==> config.mk <==
export PLATFORM = sky130hd
export DESIGN_NAME = pio_port_decoder
export DESIGN_NICKNAME = d
export VERILOG_FILES = /design/src/rtl/pio_pkg.sv /design/src/rtl/pio_field_decode.sv /design/src/rtl/pio_port_select.sv /design/src/rtl/pio_led_latch.sv /design/src/rtl/pio_port_decoder.sv
export SDC_FILE = /design/constraint.sdc
export NUM_CORES = 1
export LEC_CHECK = 0
export BUFFER_PORTS_ARGS = -buffer_cell sky130_fd_sc_hd__buf_2
export CAP_MARGIN = 20
export CELL_PAD_IN_SITES_DETAIL_PLACEMENT = 0
export CELL_PAD_IN_SITES_GLOBAL_PLACEMENT = 2
export CORE_AREA = 2 2 68 70
export CTS_CLUSTER_DIAMETER = 50
export DETAILED_ROUTE_END_ITERATION = 10
export DIE_AREA = 0 0 70 72
export GPL_ROUTABILITY_DRIVEN = 0
export HOLD_SLACK_MARGIN = 0.03
export PLACE_DENSITY = 0.92
export SLEW_MARGIN = 0
export SYNTH_ARGS = -nofsm -noshare
export SYNTH_HDL_FRONTEND = slang
export SYNTH_SLANG_ARGS = --single-unit
==> constraint.sdc <==
create_clock -name clk -period 1.9 [get_ports clk]
set_input_delay 0.095 -clock clk [delete_from_list [all_inputs] [get_ports clk]]
set_output_delay 0.095 -clock clk [all_outputs]
set_load 0.02 [all_outputs]
==> src/rtl/pio_pkg.sv <==
package pio_pkg;

  typedef enum logic [1:0] {
    CLS_NONE = 2'd0,
    CLS_RD   = 2'd1,
    CLS_WR   = 2'd2
  } pio_cls_e;

  localparam logic [3:0] OPC_PORT_RD = 4'b1000;
  localparam logic [3:0] OPC_PORT_WR = 4'b1001;

  function automatic pio_cls_e classify(input logic [3:0] opc);
    if (opc == OPC_PORT_RD)      return CLS_RD;
    else if (opc == OPC_PORT_WR) return CLS_WR;
    else                         return CLS_NONE;
  endfunction

  function automatic logic [7:0] read_value(input logic [2:0] port,
                                            input logic [2:0] rng_port,
                                            input logic [7:0] rng);
    return (port == rng_port) ? rng : 8'h00;
  endfunction

endpackage

==> src/rtl/pio_field_decode.sv <==
module pio_field_decode
  import pio_pkg::*;
#(
  parameter int INSTR_W = 16,
  parameter int OPC_W   = 4,
  parameter int REG_W   = 3,
  parameter int PORT_W  = 3
) (
  input  logic [INSTR_W-1:0] instr,
  output pio_cls_e           cls,
  output logic [REG_W-1:0]   reg_idx,
  output logic [PORT_W-1:0]  port_idx
);
  localparam int REG_HI  = INSTR_W - OPC_W - 1;
  localparam int PORT_HI = REG_HI - REG_W;
  localparam int LOW_W   = INSTR_W - OPC_W - REG_W - PORT_W;

  logic [OPC_W-1:0] opc;
  logic             unused_low;

  assign opc        = instr[INSTR_W-1 -: OPC_W];
  assign reg_idx    = instr[REG_HI -: REG_W];
  assign port_idx   = instr[PORT_HI -: PORT_W];
  assign unused_low = ^instr[LOW_W-1:0];
  assign cls        = classify(4'(opc));
endmodule

==> src/rtl/pio_port_select.sv <==
module pio_port_select
  import pio_pkg::*;
#(
  parameter int DATA_W   = 8,
  parameter int PORT_W   = 3,
  parameter int RNG_PORT = 1
) (
  input  logic                     exec_en,
  input  pio_cls_e                 cls,
  input  logic [PORT_W-1:0]        port_idx,
  input  logic [DATA_W-1:0]        rng_val,
  output logic                     rd_hit,
  output logic [DATA_W-1:0]        rd_data,
  output logic [(1<<PORT_W)-1:0]   wr_hit
);
  localparam int NPORT = 1 << PORT_W;

  logic wr_go;

  assign rd_hit  = exec_en && (cls == CLS_RD);
  assign wr_go   = exec_en && (cls == CLS_WR);
  assign rd_data = DATA_W'(read_value(3'(port_idx), 3'(RNG_PORT), 8'(rng_val)));

  for (genvar p = 0; p < NPORT; p++) begin : g_port
    assign wr_hit[p] = wr_go && (port_idx == PORT_W'(p));
  end
endmodule

==> src/rtl/pio_led_latch.sv <==
module pio_led_latch #(
  parameter int DATA_W = 8
) (
  input  logic              clk,
  input  logic              rst_n,
  input  logic              wr,
  input  logic [DATA_W-1:0] din,
  output logic [DATA_W-1:0] q
);
  always_ff @(posedge clk or negedge rst_n) begin
    if (!rst_n)  q <= '0;
    else if (wr) q <= din;
  end
endmodule

==> src/rtl/pio_port_decoder.sv <==
module pio_port_decoder
  import pio_pkg::*;
#(
  parameter int INSTR_W  = 16,
  parameter int OPC_W    = 4,
  parameter int REG_W    = 3,
  parameter int PORT_W   = 3,
  parameter int DATA_W   = 8,
  parameter int RNG_PORT = 1,
  parameter int LED_PORT = 2
) (
  input  logic               clk,
  input  logic               rst_n,
  input  logic               exec_en,
  input  logic [INSTR_W-1:0] instr,
  input  logic [DATA_W-1:0]  src_val,
  input  logic [DATA_W-1:0]  rng_val,
  output logic               wb_en,
  output logic [REG_W-1:0]   wb_idx,
  output logic [DATA_W-1:0]  wb_data,
  output logic               seed_wr,
  output logic [DATA_W-1:0]  seed_data,
  output logic [DATA_W-1:0]  led_out
);
  localparam int NPORT = 1 << PORT_W;

  pio_cls_e           cls;
  logic [REG_W-1:0]   reg_idx;
  logic [PORT_W-1:0]  port_idx;
  logic               in_hit;
  logic [DATA_W-1:0]  rd_data;
  logic [NPORT-1:0]   wr_hit;
  logic               seed_hit;
  logic               led_hit;
  logic               unused_wr;

  pio_field_decode #(
    .INSTR_W(INSTR_W), .OPC_W(OPC_W), .REG_W(REG_W), .PORT_W(PORT_W)
  ) u_dec (
    .instr(instr), .cls(cls), .reg_idx(reg_idx), .port_idx(port_idx)
  );

  pio_port_select #(
    .DATA_W(DATA_W), .PORT_W(PORT_W), .RNG_PORT(RNG_PORT)
  ) u_sel (
    .exec_en(exec_en), .cls(cls), .port_idx(port_idx), .rng_val(rng_val),
    .rd_hit(in_hit), .rd_data(rd_data), .wr_hit(wr_hit)
  );

  assign seed_hit  = wr_hit[RNG_PORT];
  assign led_hit   = wr_hit[LED_PORT];
  assign unused_wr = ^wr_hit;

  pio_led_latch #(.DATA_W(DATA_W)) u_led (
    .clk(clk), .rst_n(rst_n), .wr(led_hit), .din(src_val), .q(led_out)
  );

  always_ff @(posedge clk or negedge rst_n) begin
    if (!rst_n) begin
      wb_en     <= 1'b0;
      wb_idx    <= '0;
      wb_data   <= '0;
      seed_wr   <= 1'b0;
      seed_data <= '0;
    end else begin
      wb_en   <= in_hit;
      seed_wr <= seed_hit;
      if (in_hit) begin
        wb_idx  <= reg_idx;
        wb_data <= rd_data;
      end
      if (seed_hit) seed_data <= src_val;
    end
  end
endmodule


# --- Word level (Yosys, flattened, before mapping) ---
# Index checks and enable logic that the tools add are counted.
# Widths: inputs -> output; s select.
classes:
  n_shift: 0
  n_lt_le_gt_ge: 0
  n_reduce_logical: 4
  n_eq_ne: 6
  multipliers: 0
  add_sub_neg: 0
  div: 0
  bitwise_logic: 0
  muxes: 3
ops:
  columns: ["operator", "count"]
  rows:
  - ["$eq 4x4->1 const B", 2]
  - ["$mux 8", 1]
  - ["$logic_and 1x1->1", 4]
  - ["$mux 2", 2]
  - ["$eq 3x1->1 const B", 1]
  - ["$eq 3x2->1 const B", 1]
  - ["$eq 2x1->1 const B", 1]
  - ["$eq 2x2->1 const B", 1]
word_totals:
  latch_bits: 0
  mem_bits_ro: 0
  register_bits: 29
  inputBits: 35
  ram_bits: 0
  output_inout_bits: 29
  memories: 0
  word_cells: 19

# --- Logic depth before layout (Yosys ltp) ---
depth:
  depth_word: 6
  mapped_depth: 6
  ltp_nobuf: 4

# --- Modules after synthesis ---
# From an unflattened synthesis, not the netlist that was laid out.
hier_totals:
  hier_cells: 91
  area_unflattened_um2: 1360.1
modules_own_cells:
  columns: ["mod", "cells_each", "instances", "area_each_um2"]
  rows:
  - ["pio_port_decoder", 42, 1, 799.5]
  - ["pio_led_latch", 17, 1, 331.6]
  - ["pio_port_select", 24, 1, 156.4]
  - ["pio_field_decode", 8, 1, 72.6]

# --- Worst setup path before layout ---
# Ideal clock, no wire load.
synth_timing:
  path_type: "in2reg"
  start: "input port instr[14]"
  end: "register wb_idx[0]"
  arrival_time_ns: 1.137
  slack_ns: 0.636
  cell_stages: 6
  path_cell_list: "nand4bb_4 buf_6 or2_1 buf_6 inv_6 mux2_1"
synth_between:
  elab_chain_cells: 5
  word_cells_on_any_way: 6
  classes_between: "eq/ne (3); mux (2); reduce/logical (1)"
synth_lines:
  columns: ["element", "line", "rtl"]
  rows:
  - ["from (decl)", "pio_port_decoder.sv:15", "input logic [INSTR_W-1:0] instr,"]
  - ["$eq 4x4->1", "pio_pkg.sv:14", "else if (opc == OPC_PORT_WR) return CLS_WR;"]
  - ["$mux 2", "pio_pkg.sv:14", null]
  - ["$mux 2 *", "pio_pkg.sv:13", "if (opc == OPC_PORT_RD) return CLS_RD;"]
  - ["$eq 2x1->1 *", "pio_port_select.sv:20", "assign rd_hit = exec_en && (cls == CLS_RD);"]
  - ["$logic_and 1x1->1 *", "pio_port_select.sv:20", null]
  - ["net in_hit", "pio_port_decoder.sv:30", "logic in_hit;"]
  - ["to (signal assigned)", "pio_port_decoder.sv:69", "wb_idx <= reg_idx;"]
  - ["to (decl)", "pio_port_decoder.sv:19", "output logic [REG_W-1:0] wb_idx,"]
# Mark *: on every way through the listed nets, which the timed path passes. The rest lies on a longest branch.
# A chain may end at the register's enable or synchronous reset.

# --- Final worst setup path ---
layout_timing:
  start: "input port instr[7]"
  end: "register wb_data[5]"
layout_between:
  elab_chain_cells: 2
layout_lines:
  columns: ["element", "line", "rtl"]
  rows:
  - ["$eq 3x1->1", "pio_pkg.sv:21", "return (port == rng_port) ? rng : 8'h00;"]
  - ["$mux 8", "pio_pkg.sv:21", null]
  - ["to (signal assigned)", "pio_port_decoder.sv:70", "wb_data <= rd_data;"]
  - ["to (decl)", "pio_port_decoder.sv:20", "output logic [DATA_W-1:0] wb_data,"]
# No other way between the ends.

==> results.md <==
- The max capacitance violation total is 0.
- The HPWL after detailed placement is 2010 um.
- The endpoint class of the critical path is a flip-flop.
- For this design, the sink count on the clock tree is 29.
- The detailed router finished its first iteration with 9 violations.
- The remaining max-slew budget at the tightest pin is 57.1%.
- The number of fill cells is 429.
- The ratio of cells with drive above 1 in the final layout is 56.0%.
- The Yosys step of the flow raised 0 warnings.
- The top cell types in the final layout, fill and taps aside, are 57 x buf_2, 29 x dfrtp_1, 16 x mux2_2.
- The number of I/O pins is 64.
- The final hold violation count came to 0.
- The critical-path maximum fanout is 8.
- Summed over all nets, the switching power comes to 0.364 mW.
- The antenna diode count is 0.
- The run finished with clean final reports.
- The depth of the CTS H-tree is 2.
- The worst path required time is 2.08 ns.
- The total global-route track usage is 11.1%.
- The cell row count is 24.
- The initial cell density of the core is 28.1%.
- In this run the clock root is driven by a clkbuf_8.
- Relative to the synthesized area, the layout overhead comes to 38.0%.
- The post-CTS clock slew at the launch and capture registers of the worst setup and hold paths is 0.06 ns.
- The areal power density over the cells is 861 nW/um^2.
- The startpoint type of the worst setup path is a primary input.
- The number of global-route vias before repair is 957.
- The total power draw is 1.42 mW.
- The final critical path takes up 72.8% of the cycle.
- The number of buffers created by CTS is 5.
- Combinational logic is responsible for 16.7% of the overall power.
- The floorplan die width is 70 um.
- The clock network is responsible for 34.3% of the overall power.
- The detail route stage leaves a number of antenna-violating nets equal to 0.
- In this run the deepest clock path goes through 2 buffers.
- Across the whole layout, storage elements account for 726 um^2.
- Of the total power, the share spent switching nets is 25.6%.
- In this run the static leakage power is 0.919 nW.
- The arrival time reported for the critical path endpoint is 1.56 ns.
- The later-pin clock latency in the skew report is 0.27 ns.
- The total number of vias is 907.
- After routing, the total negative slack on setup checks comes to 0 ns.
- The y dimension of the die is 72 um.
- The buffer count from post-CTS setup fixing is 0.
- The count of hold buffers inserted by post-cts repair is 4.
- In the routed design, unresolved DRC markers number 0.
- The core region is 4260 um^2.
- The setup check on the worst reg-to-reg path leaves a slack of 1.13 ns.
- The TritonCTS clock tree is built.
- The gate count after technology mapping is 85.
- After synthesis, the netlist uses 16 different library cells.
- A synthesized cell averages 14.1 um^2.
- The routed design could run at a clock period as short as 1.38 ns.
- The pre-antenna-repair detailed-routing pass consisted of 2 iterations.
- The highest achievable clock rate is 723 MHz.
- The total area of multi-input combinational cells is 397 um^2.
- The average vias per placed instance is 4.49.
- The internal power contribution is 1.06 mW.
- The full die area is 5040 um^2.
- Setup repair after global routing left no endpoint under its margin.
- After detailed routing, the average wire length per cell comes to 13.0 um.
- Port buffering added 57 buffers.
- The mapped netlist covers 1200 um^2.
- The path type of the worst min-delay path is in2reg.
- At the end of the flow, the number of nets in the layout was 185.
- For this run, the register share of the synthesized area comes to 60.6%.
- The sequential power share is 49.0%.
- Summed over all layers, the routed wires come to 2620 um.
- With fillers left out, the area of the finished cells amounts to 1650 um^2.
- The synthesized design contains 29 register bits.
- The most common cell after layout, fill and taps aside is buf_2.
- The number of instances resized during post-cts repair is 0.
- The maximum VDD drop is 0.491 mV.
- For the pin with the worst max-slew slack, the measured transition is 0.643 ns.
- The kind of critical path is in2reg.
- Setup violations remaining at the end of the flow were counted as 0.
- On the final layout, the worst clock skew is 0 ns.
- The number of nets produced by synthesis is 120.
- The total global routing overflow is 0.
- The largest net degree at the start of global routing is 30.
- The total count of max-transition violations in the final report is 0.
- The initial antenna violation count is 0.
- After detailed placement, the total cell area comes to 1530 um^2.
- The wire length of the first global-routing pass is 4260 um.
critical path: stages:
cell and delay [ns]:
dlygate4sd3_1 0.53, buf_2 0.14, or3b_2 0.57, o31ai_1 0.23
layout make-up:
cell class                      instances  area share (%)
Sequential cell                        29            43.9
Multi-Input combinational cell         42            24.0
Timing Repair Buffer                   63            20.6
Clock buffer                            7            5.22
Tap cell                               52            3.94
Inverter                                9            2.35
flip-flops by register name (all words and copies together), names as in the netlist:
| register | flops |
|---|---|
| seed_data | 8 |
| wb_en | 1 |
| u_led.q | 8 |
| seed_wr | 1 |
| wb_idx | 3 |
| wb_data | 8 |
cell usage after synthesis (all sizes together):
| master | instances | share of area, % |
|---|---|---|
| mux2 | 19 | 18 |
| inv | 9 | 3.2 |
| nor4bb | 1 | 0.84 |
| buf | 5 | 3.0 |
| and2b | 1 | 0.63 |
| or2 | 1 | 0.52 |
| o21ai | 8 | 3.3 |
| nand4bb | 3 | 4.2 |
| or3b | 1 | 0.73 |
| dfrtp | 29 | 61 |
| o31ai | 8 | 5.0 |
logic make-up (layout without fill, tap and decap cells):
family	Yosys count	after routing	synth area share, %
AND/OR/NAND/NOR	7	7	6.90
AO/OA/AOI/OAI	16	16	8.36
flip-flops	29	29	60.6
buffers and inverters	14	79	6.27
multiplexers	19	19	17.9
final timing paths:
kind / startpoint / end / cells past startpoint
min in group asynchronous: rst_n / wb_data[0] / 2
max in group asynchronous: rst_n / seed_data[3] / 2
hold reg to reg: wb_idx[2] / wb_idx[2] / 1
setup reg to reg: wb_idx[1] / wb_idx[1] / 1
setup / recovery: instr[7] / wb_data[5] / 4
hold / removal: instr[9] / wb_idx[0] / 2
per-layer routing:
| layer | vias to the layer above | GRT usage (%) | wire (um) |
|---|---|---|---|
| met4 | 0 | 4.49 | 23 |
| met2 | 46 | 18.7 | 1300 |
| li1 | 425 | - | - |
| met3 | 5 | 4.72 | 229 |
| met1 | 431 | 12.4 | 1060 |
| met5 | - | 0 | 0 |
metrics by stage:
stage / worst slack [ns] / std cells / hold slack (ns) / util (%)
4_1_cts: 0.497 / 202 / 0.0384 / 38.8
6_report: 0.516 / 202 / 0.0500 / 38.8
3_3_place_gp: 0.457 / 191 / 0.140 / 35.8
3_5_place_dp: 0.415 / 191 / 0.163 / 35.8
2_1_floorplan: 0.636 / 85 / -0.201 / -
5_1_grt: 0.439 / 202 / 0.0523 / 38.8
power groups by stage:
stage / Clock [mW] / Sequential [mW] / Combinational, mW
2_1_floorplan: 0 / 0.772 / 0.0584
3_3_place_gp: 0 / 0.703 / 0.230
3_5_place_dp: 0 / 0.706 / 0.237
4_1_cts: 0.512 / 0.697 / 0.242
5_1_grt: 0.531 / 0.702 / 0.259
6_report: 0.488 / 0.697 / 0.238
No activity file was read; power rests on OpenSTA's default activity.
